[config.mk]
export PLATFORM = sky130hd
export DESIGN_NAME = hbridge_pwm_chan
export DESIGN_NICKNAME = d
export VERILOG_FILES = /design/src/rtl/hbridge_pwm_chan.sv
export SDC_FILE = /design/constraint.sdc
export NUM_CORES = 1
export LEC_CHECK = 0
export CORE_MARGIN = 4
export CORE_UTILIZATION = 30
export DETAILED_ROUTE_END_ITERATION = 10
export GPL_TIMING_DRIVEN = 0
export PLACE_DENSITY = 0.55
export SLEW_MARGIN = 20
export SYNTH_ARGS = -nofsm -noshare
export SYNTH_HDL_FRONTEND = slang
export SYNTH_SLANG_ARGS = --single-unit
export TNS_END_PERCENT = 20
[constraint.sdc]
create_clock -name clk -period 2.2 [get_ports clk]
set_input_delay 0.44 -clock clk [delete_from_list [all_inputs] [get_ports clk]]
set_output_delay 0.44 -clock clk [all_outputs]
set_load 0.01 [all_outputs]
[src/rtl/hbridge_pwm_chan.sv]
module hbridge_pwm_chan #(
  parameter int PERIOD = 16,
  parameter int MAG_W  = 5
) (
  input  logic             clk,
  input  logic             rst_n,
  input  logic             wr_en,
  input  logic             wr_sel,
  input  logic [MAG_W:0]   wr_data,
  input  logic             pair_commit,
  output logic             plus_o,
  output logic             plus_oe,
  output logic             minus_o,
  output logic             minus_oe
);
  localparam int CW = (PERIOD > 2) ? $clog2(PERIOD) : 1;
  localparam int XW = (CW > MAG_W) ? CW : MAG_W;
  localparam logic [1:0] M_OFF  = 2'b00;
  localparam logic [1:0] M_HALF = 2'b01;
  localparam logic [1:0] M_DUAL = 2'b11;

  logic [1:0]       mode_q;
  logic             recirc_q;
  logic [CW-1:0]    cnt_q;
  logic [MAG_W-1:0] pend_mag_q, act_mag_q;
  logic             pend_sign_q, act_sign_q;

  wire wrap = (cnt_q == CW'(PERIOD - 1));
  wire load = wrap && ((mode_q != M_DUAL) || pair_commit);
  wire pwm  = XW'(cnt_q) < XW'(act_mag_q);

  always_ff @(posedge clk or negedge rst_n) begin
    if (!rst_n) begin
      cnt_q       <= '0;
      mode_q      <= M_OFF;
      recirc_q    <= 1'b0;
      pend_mag_q  <= '0;
      pend_sign_q <= 1'b0;
      act_mag_q   <= '0;
      act_sign_q  <= 1'b0;
    end else begin
      cnt_q <= wrap ? '0 : cnt_q + 1'b1;
      if (wr_en && !wr_sel) begin
        mode_q   <= wr_data[1:0];
        recirc_q <= wr_data[2];
      end
      if (wr_en && wr_sel) begin
        pend_mag_q  <= wr_data[MAG_W-1:0];
        pend_sign_q <= wr_data[MAG_W];
      end
      if (load) begin
        act_mag_q  <= pend_mag_q;
        act_sign_q <= pend_sign_q;
      end
    end
  end

  wire drv = pwm ^ recirc_q;

  always_comb begin
    plus_o   = 1'b0;
    plus_oe  = 1'b0;
    minus_o  = 1'b0;
    minus_oe = 1'b0;
    case (mode_q)
      M_OFF: ;
      M_HALF: begin
        plus_oe = 1'b1;
        plus_o  = pwm;
      end
      default: begin
        plus_oe  = 1'b1;
        minus_oe = 1'b1;
        plus_o   = act_sign_q ? recirc_q : drv;
        minus_o  = act_sign_q ? drv : recirc_q;
      end
    endcase
  end
endmodule


Word level (Yosys, flattened, before mapping) --
Cells that the tools add are included.
Storage, ports and cells: register bits 19, bits of input ports 11, output and inout port bits 4, word-level logic and storage cells 27
Operators by class: $add $sub $neg 1, magnitude comparators 1, eq/ne operators 3, multiplexer cells 7, bitwise logic cells 1, reductions and logical operators 7
Operator list (number):
- 4-bit by 5-bit < comparator with 1-bit output | 1
- 1-bit two-way mux | 5
- 4-bit by 1-bit adder with 4-bit output, second input constant | 1
- 4-bit equality test, second input constant | 1
- 4-bit two-way mux | 1
- 1-bit logical AND | 3
- 2-bit by 1-bit equality test with 1-bit output, second input constant | 1
- 2-bit logical NOT | 1
- 2-bit inequality test, second input constant | 1
- 1-bit case mux with 2 select lines | 1
- 2-bit OR reduction | 1
- 1-bit logical NOT | 1
- 1-bit logical OR | 1
- 1-bit bitwise XOR | 1

Longest topological paths before layout --
Gate-level depths: netlist of run 1.
depth in word-level cells 4, depth in mapped cells 6, mapped depth without buffers 6

Worst setup path after synthesis of run 1 --
OpenSTA, ideal clock, no wires.
path type flip-flop to output port, from register cnt_q[3], to output port minus_o, data arrival time 1.475 ns, data required time 1.760 ns, setup slack 0.285 ns, stages on the path, launching flop included 6, path buffers 0, cells stage by stage dfrtp_1 ha_1 or3_1 o21ai_1 o31ai_2 mux2i_1
On the way: longest elaborated chain between the ends 4
RTL lines:
- start, declared | RTL line 24 | logic [CW-1:0] cnt_q;
- start signal, assigned | RTL line 42 | cnt_q <= wrap ? '0 : cnt_q + 1'b1;
- 4-bit by 5-bit < comparator with 1-bit output | RTL line 30 | wire pwm = XW'(cnt_q) < XW'(act_mag_q);
- 1-bit bitwise XOR | RTL line 58 | wire drv = pwm ^ recirc_q;
- 1-bit two-way mux | RTL line 75 | minus_o = act_sign_q ? drv : recirc_q;
- 1-bit two-way mux | RTL line 65 | case (mode_q)
- end, declared | RTL line 13 | output logic minus_o,
Every way passes these cells.

Worst setup path after layout of run 1 --
from register cnt_q[3], to output port plus_o
On the way: longest elaborated chain between the ends 4
RTL lines:
- 4-bit by 5-bit < comparator with 1-bit output (*) | RTL line 30
- 1-bit bitwise XOR | RTL line 58
- 1-bit two-way mux | RTL line 74 | plus_o = act_sign_q ? recirc_q : drv;
- 1-bit case mux with 2 select lines (*) | RTL line 65
- end, declared | RTL line 11 | output logic plus_o,
Every way passes the cells marked *; elsewhere a longest branch is shown, timed or not.

==> results of run 1 <==
-- sequential cells by signal, summed over array words and instances (netlist names) --
name,count
act_sign_q,1
pend_sign_q,1
pend_mag_q,5
cnt_q,4
act_mag_q,5
mode_q,2
recirc_q,1
-- worst min-delay path by stage --
| stage | end | slack (ns) | depth (start not counted) |
|---|---|---|---|
| after global placement | pend_sign_q | 0.49 | 1 |
| after CTS | act_mag_q[4] | 0.52 | 1 |
| after detailed placement | act_mag_q[3] | 0.49 | 1 |
| final | act_mag_q[4] | 0.51 | 1 |
| after global routing | pend_mag_q[0] | 0.53 | 1 |
| after floorplan | act_mag_q[0] | 0.14 | 0 |
-- routing by layer --
metal,GRT usage,up-vias,part of all wire,routed length [um]
met5,0,-,0,0
met4,0.06336,0,0.016,29
met3,0.01978,4,0.027,47
met2,0.1660,12,0.52,908
met1,0.1215,303,0.44,777
li1,-,288,-,-
-- cells in the final DEF, fill, tap and decap left out, drive strengths merged --
master / count
nand2b: 2
a31oi: 1
clkbuf: 5
o2111ai: 1
mux2i: 1
o21ai: 4
or2: 1
o21a: 1
buf: 6
nand3: 2
o31ai: 1
or3: 1
clkdlybuf4s50: 12
mux2: 15
a21oi: 1
dfrtp: 19
o41ai: 1
xor2: 1
a2111oi: 1
nor2b: 1
ha: 4
nand2: 3
inv: 4
o31a: 1
-- what timing repair did --
action / CTS / global route
hold endpoints to repair: 0 / 0
setup buffers: 4 / 0
pin swaps: 5 / 1
gates resized for setup: 18 / 3
setup endpoints to repair: 2 / 2
-- power groups by stage --
stage | Clock, W | Combinational (W) | Sequential (W)
2_1_floorplan | 0 | 0.000111 | 0.000427
3_3_place_gp | 0 | 0.000178 | 0.000438
3_5_place_dp | 0 | 0.000181 | 0.000439
4_1_cts | 0.000184 | 0.000196 | 0.000434
5_1_grt | 0.000201 | 0.000225 | 0.000441
6_report | 0.000176 | 0.000205 | 0.000433
-- synth_stat cells (all sizes together) --
cell type / instances / share of area
o21ai: 4 / 0.022
a2111oi: 1 / 0.030
o31ai: 1 / 0.014
or2: 1 / 0.0069
clkbuf: 1 / 0.0042
mux2: 15 / 0.19
ha: 4 / 0.055
a21oi: 1 / 0.0055
mux2i: 1 / 0.011
xor2: 1 / 0.0097
inv: 4 / 0.017
or3: 1 / 0.0069
nand3: 2 / 0.011
o31a: 1 / 0.0097
a31oi: 1 / 0.0069
dfrtp: 19 / 0.53
nor2b: 1 / 0.0069
nand2: 3 / 0.012
nand2b: 2 / 0.022
o21a: 1 / 0.0083
o41ai: 1 / 0.0097
o2111ai: 1 / 0.017
-- layout make-up --
cell class              instances  area, um2  area share
repair buffers                 18      163.9      0.1372
multi-input cells              43      470.5      0.3937
inverters                       4      15.01     0.01257
clock buffers                   4      26.28     0.02199
well taps                      31      38.79     0.03246
plain buffers                   1      3.754    0.003141
flip-flops and latches         19      476.7      0.3990
-- through the flow --
step,total power (W),instances,instance area [um2],utilization
2_1_floorplan,0.0005377,67,903.4,-
3_3_place_gp,0.0006156,112,1082,0.3858
3_5_place_dp,0.0006197,112,1082,0.3858
4_1_cts,0.0008138,120,1179,0.4202
5_1_grt,0.0008672,120,1195,0.4260
6_report,0.0008145,120,1195,0.4260
-- kinds of logic after synthesis --
| logic type | count (synthesis) |
|---|---|
| AO/OA/AOI/OAI | 12 |
| XOR/XNOR | 1 |
| adder cells (fa/ha/maj) | 4 |
| buffers and inverters | 5 |
| flip-flops | 19 |
| multiplexers | 16 |
| AND/OR/NAND/NOR | 10 |
==> impl_metrics.sql, run 1 <==
INSERT INTO impl_metrics (metric_group, metric, value, unit) VALUES
('status', 'status', 'complete, but fails checks', ''),
('status', 'failed_checks', 'negative setup slack', ''),
('timing', 'max_freq', '0.4314', 'GHz'),
('power_and_ir_drop', 'p_int', '0.0005883', 'W'),
('final_layout', 'fraction_of_final_layout_cells_with_drive_strength_greater_than_1', '0.4270', ''),
('worst_setup_path', 'critical_path_peak_fanout', '3', ''),
('worst_setup_path', 'rr_worst_depth', '4', ''),
('logic_synthesis', 'synth-seq-area-share', '0.5263', ''),
('worst_setup_path', 'regToRegStartpoint', 'cnt_q[1]', ''),
('logic_synthesis', 'synth_top_family_by_area', 'multiplexers', ''),
('drt', 'dr.first_iter.drc_count', '12', ''),
('floorplanning', 'chipHeight', '62.88', 'um'),
('timing', 'setup_repair_after_global_routing_missed_its_margin', 'true', ''),
('clock_network', 'clock-root-buffer', 'sky130_fd_sc_hd__clkbuf_4', ''),
('logic_synthesis', 'synth_simple_gate_area_share', '0.06648', ''),
('place', 'io_buffers', '14', ''),
('worst_setup_path', 'worst_setup_path_endpoint', 'plus_o', ''),
('logic_synthesis', 'postSynthNetCount', '82', ''),
('timing', 'final.setup_skew', '0.004822', 'ns'),
('timing', 'layout_worst_path_cycle_share', '1.054', ''),
('drt', 'drt_first_pass_iters', '2', ''),
('floorplanning', 'row_count', '19', ''),
('worst_setup_path', 'timing.reg2reg.setup_slack', '0.69', 'ns'),
('power_and_ir_drop', 'clkPwrFrac', '0.216', ''),
('logic_synthesis', 'synth.avg_cell_area', '13.48', 'um2'),
('worst_setup_path', 'crit_arrival', '1.88', 'ns'),
('power_and_ir_drop', 'power.density', '681.6', 'mW/mm2'),
('floorplanning', 'die_footprint', '0.003953', 'mm2'),
('clock_network', 'cts_made_buffers', '3', ''),
('worst_setup_path', 'critical_path_cell_count', '7', ''),
('timing', 'slew_viol_final', '0', ''),
('timing', 'setup-violations-final', '2', ''),
('grt', 'globalRoute.totalOverflow', '0', ''),
('power_and_ir_drop', 'p_seq_frac', '0.532', ''),
('grt', 'number_of_antenna_violations_at_the_first_check_in_global_routing', '0', ''),
('logic_synthesis', 'yosys_register_bits', '19', ''),
('logic_synthesis', 'yosys.area_share.adder', '0.05540', ''),
('floorplanning', 'standard_cell_core_area', '0.002805', 'mm2'),
('worst_setup_path', 'start_kind', 'register', ''),
('worst_setup_path', 'critPathRequiredTime', '1.76', 'ns'),
('floorplanning', 'die_width', '62.88', 'um'),
('worst_hold_path', 'hold_path.startpoint', 'pend_mag_q[4]', ''),
('run', 'cap_viol_max_count', '0', ''),
('worst_setup_path', 'crit_buf_inv', '2', ''),
('final_layout', 'area_delta_synth_final', '32.27', '%'),
('timing', 'finalHoldViolCount', '0', ''),
('timing', 'max_slew_margin', '0.4150', ''),
('drt', 'routed-via-count', '607', ''),
('drt', 'detail-route-antenna-nets', '0', ''),
('worst_setup_path', 'critical-path-slowest-cell', 'sky130_fd_sc_hd__dfrtp_1', ''),
('grt', 'track_usage', '0.1016', ''),
('worst_setup_path', 'crit_path_kind', 'reg -> out', ''),
('floorplanning', 'floorplan.initialDensity', '0.3220', ''),
('place', 'pre_cts_slack', '-0.2782', 'ns'),
('clock_network', 'clk_pin_slew_worst_paths', '0.11', 'ns'),
('timing', 'tightest_slew', '0.8747', 'ns'),
('final_layout', 'fillcell_total', '288', ''),
('power_and_ir_drop', 'power_leakage', '0.5029', 'nW'),
('logic_synthesis', 'synthCells', '67', ''),
('grt', 'grt_pass1_wl', '3.070', 'mm'),
('clock_network', 'h-tree-depth', '1', ''),
('place', 'place_congestion', '0.7151', ''),
('logic_synthesis', 'ys_types', '24', ''),
('power_and_ir_drop', 'net_switching_power_of_the_design', '0.0002262', 'W'),
('final_layout', 'num-nets-final', '105', ''),
('drt', 'vias_per_cell', '5.058', ''),
('worst_setup_path', 'endpoint_kind', 'output port', ''),
('timing', 'whs', '0.5119', 'ns'),
('floorplanning', 'pin_count', '15', ''),
('timing', 'setup_tns', '-0.1684', 'ns'),
('timing', 'final_critical_path_setup_slack', '-0.1181', 'ns');
Power figures use the tool's default switching activity.
==> run 2, diff against run 1 <==
--- a/config.mk
+++ b/config.mk
@@ -9,7 +9,7 @@
 export CORE_UTILIZATION = 30
 export DETAILED_ROUTE_END_ITERATION = 10
 export GPL_TIMING_DRIVEN = 0
-export PLACE_DENSITY = 0.55
+export PLACE_DENSITY = 0.59
 export SLEW_MARGIN = 20
 export SYNTH_ARGS = -nofsm -noshare
 export SYNTH_HDL_FRONTEND = slang
==> run 2 against run 1 <==
The run still ends with negative setup slack left. Power fell by 0.46%. Sequential power barely moved. Sequential share of layout area unchanged. Flip-flop and latch count stayed put. Critical path type unchanged. Largest cell class unchanged.
==> impl_metrics.sql, run 2 (synthesis results as in run 1) <==
INSERT INTO impl_metrics (metric_group, metric, value, unit) VALUES
('worst_setup_path', 'critical_path_peak_fanout', '3', ''),
('final_layout', 'leading_cell_types_in_the_layout_fill_and_taps_excluded', '18 x sky130_fd_sc_hd__dfrtp_1, 15 x sky130_fd_sc_hd__mux2_2, 12 x sky130_fd_sc_hd__clkdlybuf4s50_1', ''),
('drt', 'dr.first_iter.drc_count', '11', ''),
('timing', 'final_critical_path_setup_slack', '-0.1045', 'ns'),
('worst_setup_path', 'crit_arrival', '1.86', 'ns'),
('timing', 'layout_worst_path_cycle_share', '1.047', ''),
('clock_network', 'numClockSinks', '19', ''),
('place', 'io_buffers', '14', ''),
('floorplanning', 'chipHeight', '62.88', 'um'),
('grt', 'globalRoute.totalOverflow', '0', ''),
('clock_network', 'clk-insertion-delay-late', '0.29', 'ns'),
('final_layout', 'layout.core_utilization', '0.4260', ''),
('final_layout', 'instances_no_fill', '121', ''),
('grt', 'number_of_antenna_violations_at_the_first_check_in_global_routing', '0', ''),
('final_layout', 'sequential_standard_cell_area', '476.7', 'um2'),
('drt', 'detail-route-antenna-nets', '0', ''),
('timing', 'final.setup_skew', '0.01111', 'ns'),
('clock_network', 'tritoncts_clock_tree', 'built', ''),
('clock_network', 'cts.hold.buffers_added', '0', ''),
('final_layout', 'antenna_cells', '0', ''),
('floorplanning', 'standard_cell_core_area', '0.002805', 'mm2'),
('place', 'dp.final_hpwl', '1.181', 'mm'),
('power_and_ir_drop', 'power_leakage', '0.5016', 'nW'),
('power_and_ir_drop', 'total_power', '0.0008107', 'W'),
('clock_network', 'clk_pin_slew_worst_paths', '0.10', 'ns'),
('final_layout', 'fraction_of_final_layout_cells_with_drive_strength_greater_than_1', '0.4222', ''),
('power_and_ir_drop', 'power.density', '678.5', 'mW/mm2'),
('clock_network', 'cts_made_buffers', '3', ''),
('place', 'dpl.cell_count', '112', ''),
('final_layout', 'num-nets-final', '106', ''),
('final_layout', 'multiInputGateArea', '462.9', 'um2'),
('place', 'place_congestion', '0.6778', ''),
('final_layout', 'area_delta_synth_final', '32.27', '%'),
('status', 'status', 'complete, but fails checks', ''),
('drt', 'routedWlPerCell', '13.58', 'um'),
('timing', 'setup_repair_after_global_routing_missed_its_margin', 'true', ''),
('floorplanning', 'die_footprint', '0.003953', 'mm2'),
('timing', 'setup_tns', '-0.1678', 'ns'),
('floorplanning', 'row_count', '19', ''),
('floorplanning', 'pin_count', '15', ''),
('worst_hold_path', 'hold_path.class', 'reg -> reg', ''),
('floorplanning', 'die_width', '62.88', 'um'),
('power_and_ir_drop', 'peakVddDrop', '0.3217', 'mV'),
('timing', 'max_slew_margin', '0.4262', ''),
('drt', 'totalWireLength', '1.643', 'mm'),
('timing', 'setup-violations-final', '2', ''),
('final_layout', 'reg.largest.list', 'act_mag_q: 5 flops, pend_mag_q: 5 flops, cnt_q: 4 flops', ''),
('grt', 'grt_pass1_wl', '2.780', 'mm'),
('clock_network', 'h-tree-depth', '1', ''),
('final_layout', 'fillcell_total', '264', ''),
('grt', 'via_count_of_the_first_global_routing_pass', '631', ''),
('drt', 'drt_first_pass_iters', '3', ''),
('drt', 'routed-via-count', '594', ''),
('timing', 'tightest_slew', '0.8580', 'ns'),
('final_layout', 'layout_commonest_cell', 'sky130_fd_sc_hd__dfrtp_1', ''),
('drt', 'remaining_drc_errors', '0', ''),
('worst_setup_path', 'crit_path_kind', 'reg -> out', ''),
('clock_network', 'cts-root-to-sink-buffers', '2', ''),
('worst_setup_path', 'critPathRequiredTime', '1.76', 'ns'),
('grt', 'track_usage', '0.09242', ''),
('timing', 'finalHoldViolCount', '0', ''),
('floorplanning', 'floorplan.initialDensity', '0.3220', ''),
('worst_setup_path', 'start_kind', 'register', ''),
('timing', 'whs', '0.5106', 'ns'),
('worst_setup_path', 'endpoint_kind', 'output port', ''),
('drt', 'vias_per_cell', '4.909', ''),
('timing', 'max_freq', '0.4339', 'GHz'),
('clock_network', 'clock-root-buffer', 'sky130_fd_sc_hd__clkbuf_4', ''),
('status', 'failed_checks', 'negative setup slack', ''),
('grt', 'pin_count_of_the_biggest_net_entering_global_routing', '20', ''),
('run', 'cap_viol_max_count', '0', ''),
('timing', 'post-route-min-period', '2.305', 'ns'),
('timing', 'slew_viol_final', '0', '');
-- run 2: cell types whose count changed in the layout (fill, tap and decap cells not counted) --
cell,previous run,this run
sky130_fd_sc_hd__buf_4,3,4
sky130_fd_sc_hd__o41ai_1,0,1
sky130_fd_sc_hd__o41ai_2,1,0
-- run 2: worst max-delay path, stage by stage (launching register included) --
cell	delay, ns
sky130_fd_sc_hd__dfrtp_1	0.39
sky130_fd_sc_hd__inv_2	0.08
sky130_fd_sc_hd__ha_4	0.19
sky130_fd_sc_hd__or3_4	0.38
sky130_fd_sc_hd__o21ai_4	0.08
sky130_fd_sc_hd__buf_6	0.11
sky130_fd_sc_hd__o31ai_2	0.05
sky130_fd_sc_hd__mux2i_1	0.15
sky130_fd_sc_hd__buf_2	0.15
-- run 2: layout make-up --
type                    count  share of cell area
plain buffers               1            0.003141
inverters                   4             0.01257
repair buffers             19              0.1435
well taps                  31             0.03246
clock buffers               4             0.02199
flip-flops and latches     19              0.3990
multi-input cells          43              0.3874
-- run 2: per-layer routing --
metal,vias up,global-route usage,wire (um)
met4,0,0.04959,13
met3,2,0.02158,34
li1,289,-,-
met1,296,0.1101,738
met5,-,0,0
met2,7,0.1528,856
-- run 2: power by group --
| part | switching, W | internal [W] |
|---|---|---|
| logic | 0.0000792 | 0.000126 |
| clock network | 0.000102 | 0.0000704 |
| registers | 0.0000386 | 0.000395 |
| total | 0.000220 | 0.000591 |
-- run 2: final timing paths --
kind,from,endpoint,slack [ns],depth (start not counted)
worst max-delay path,act_mag_q[2],minus_o,-0.10,8
worst min-delay path,pend_mag_q[3],pend_mag_q[3],0.51,1
worst max register to register,cnt_q[1],act_mag_q[3],0.69,4
worst min register to register,pend_mag_q[3],pend_mag_q[3],0.51,1
max in group asynchronous,rst_n,cnt_q[2],0.98,1
min in group asynchronous,rst_n,act_mag_q[0],0.62,1
-- run 2: metrics by stage --
| stage | worst slack [ns] | instance area [um2] |
|---|---|---|
| 2_1_floorplan | 0.2855 | 903.4 |
| 3_3_place_gp | -0.2566 | 1082 |
| 6_report | -0.1045 | 1195 |
| 3_5_place_dp | -0.2855 | 1082 |
| 4_1_cts | -0.1597 | 1169 |
| 5_1_grt | -0.2312 | 1195 |
-- run 2: repair_timing --
item                                    in CTS  in global routing
cloned                                       0                  0
gates resized for setup                     14                  5
buffers inserted                             5                  0
pin swaps                                    3                  3
endpoints found under the setup margin       2                  2
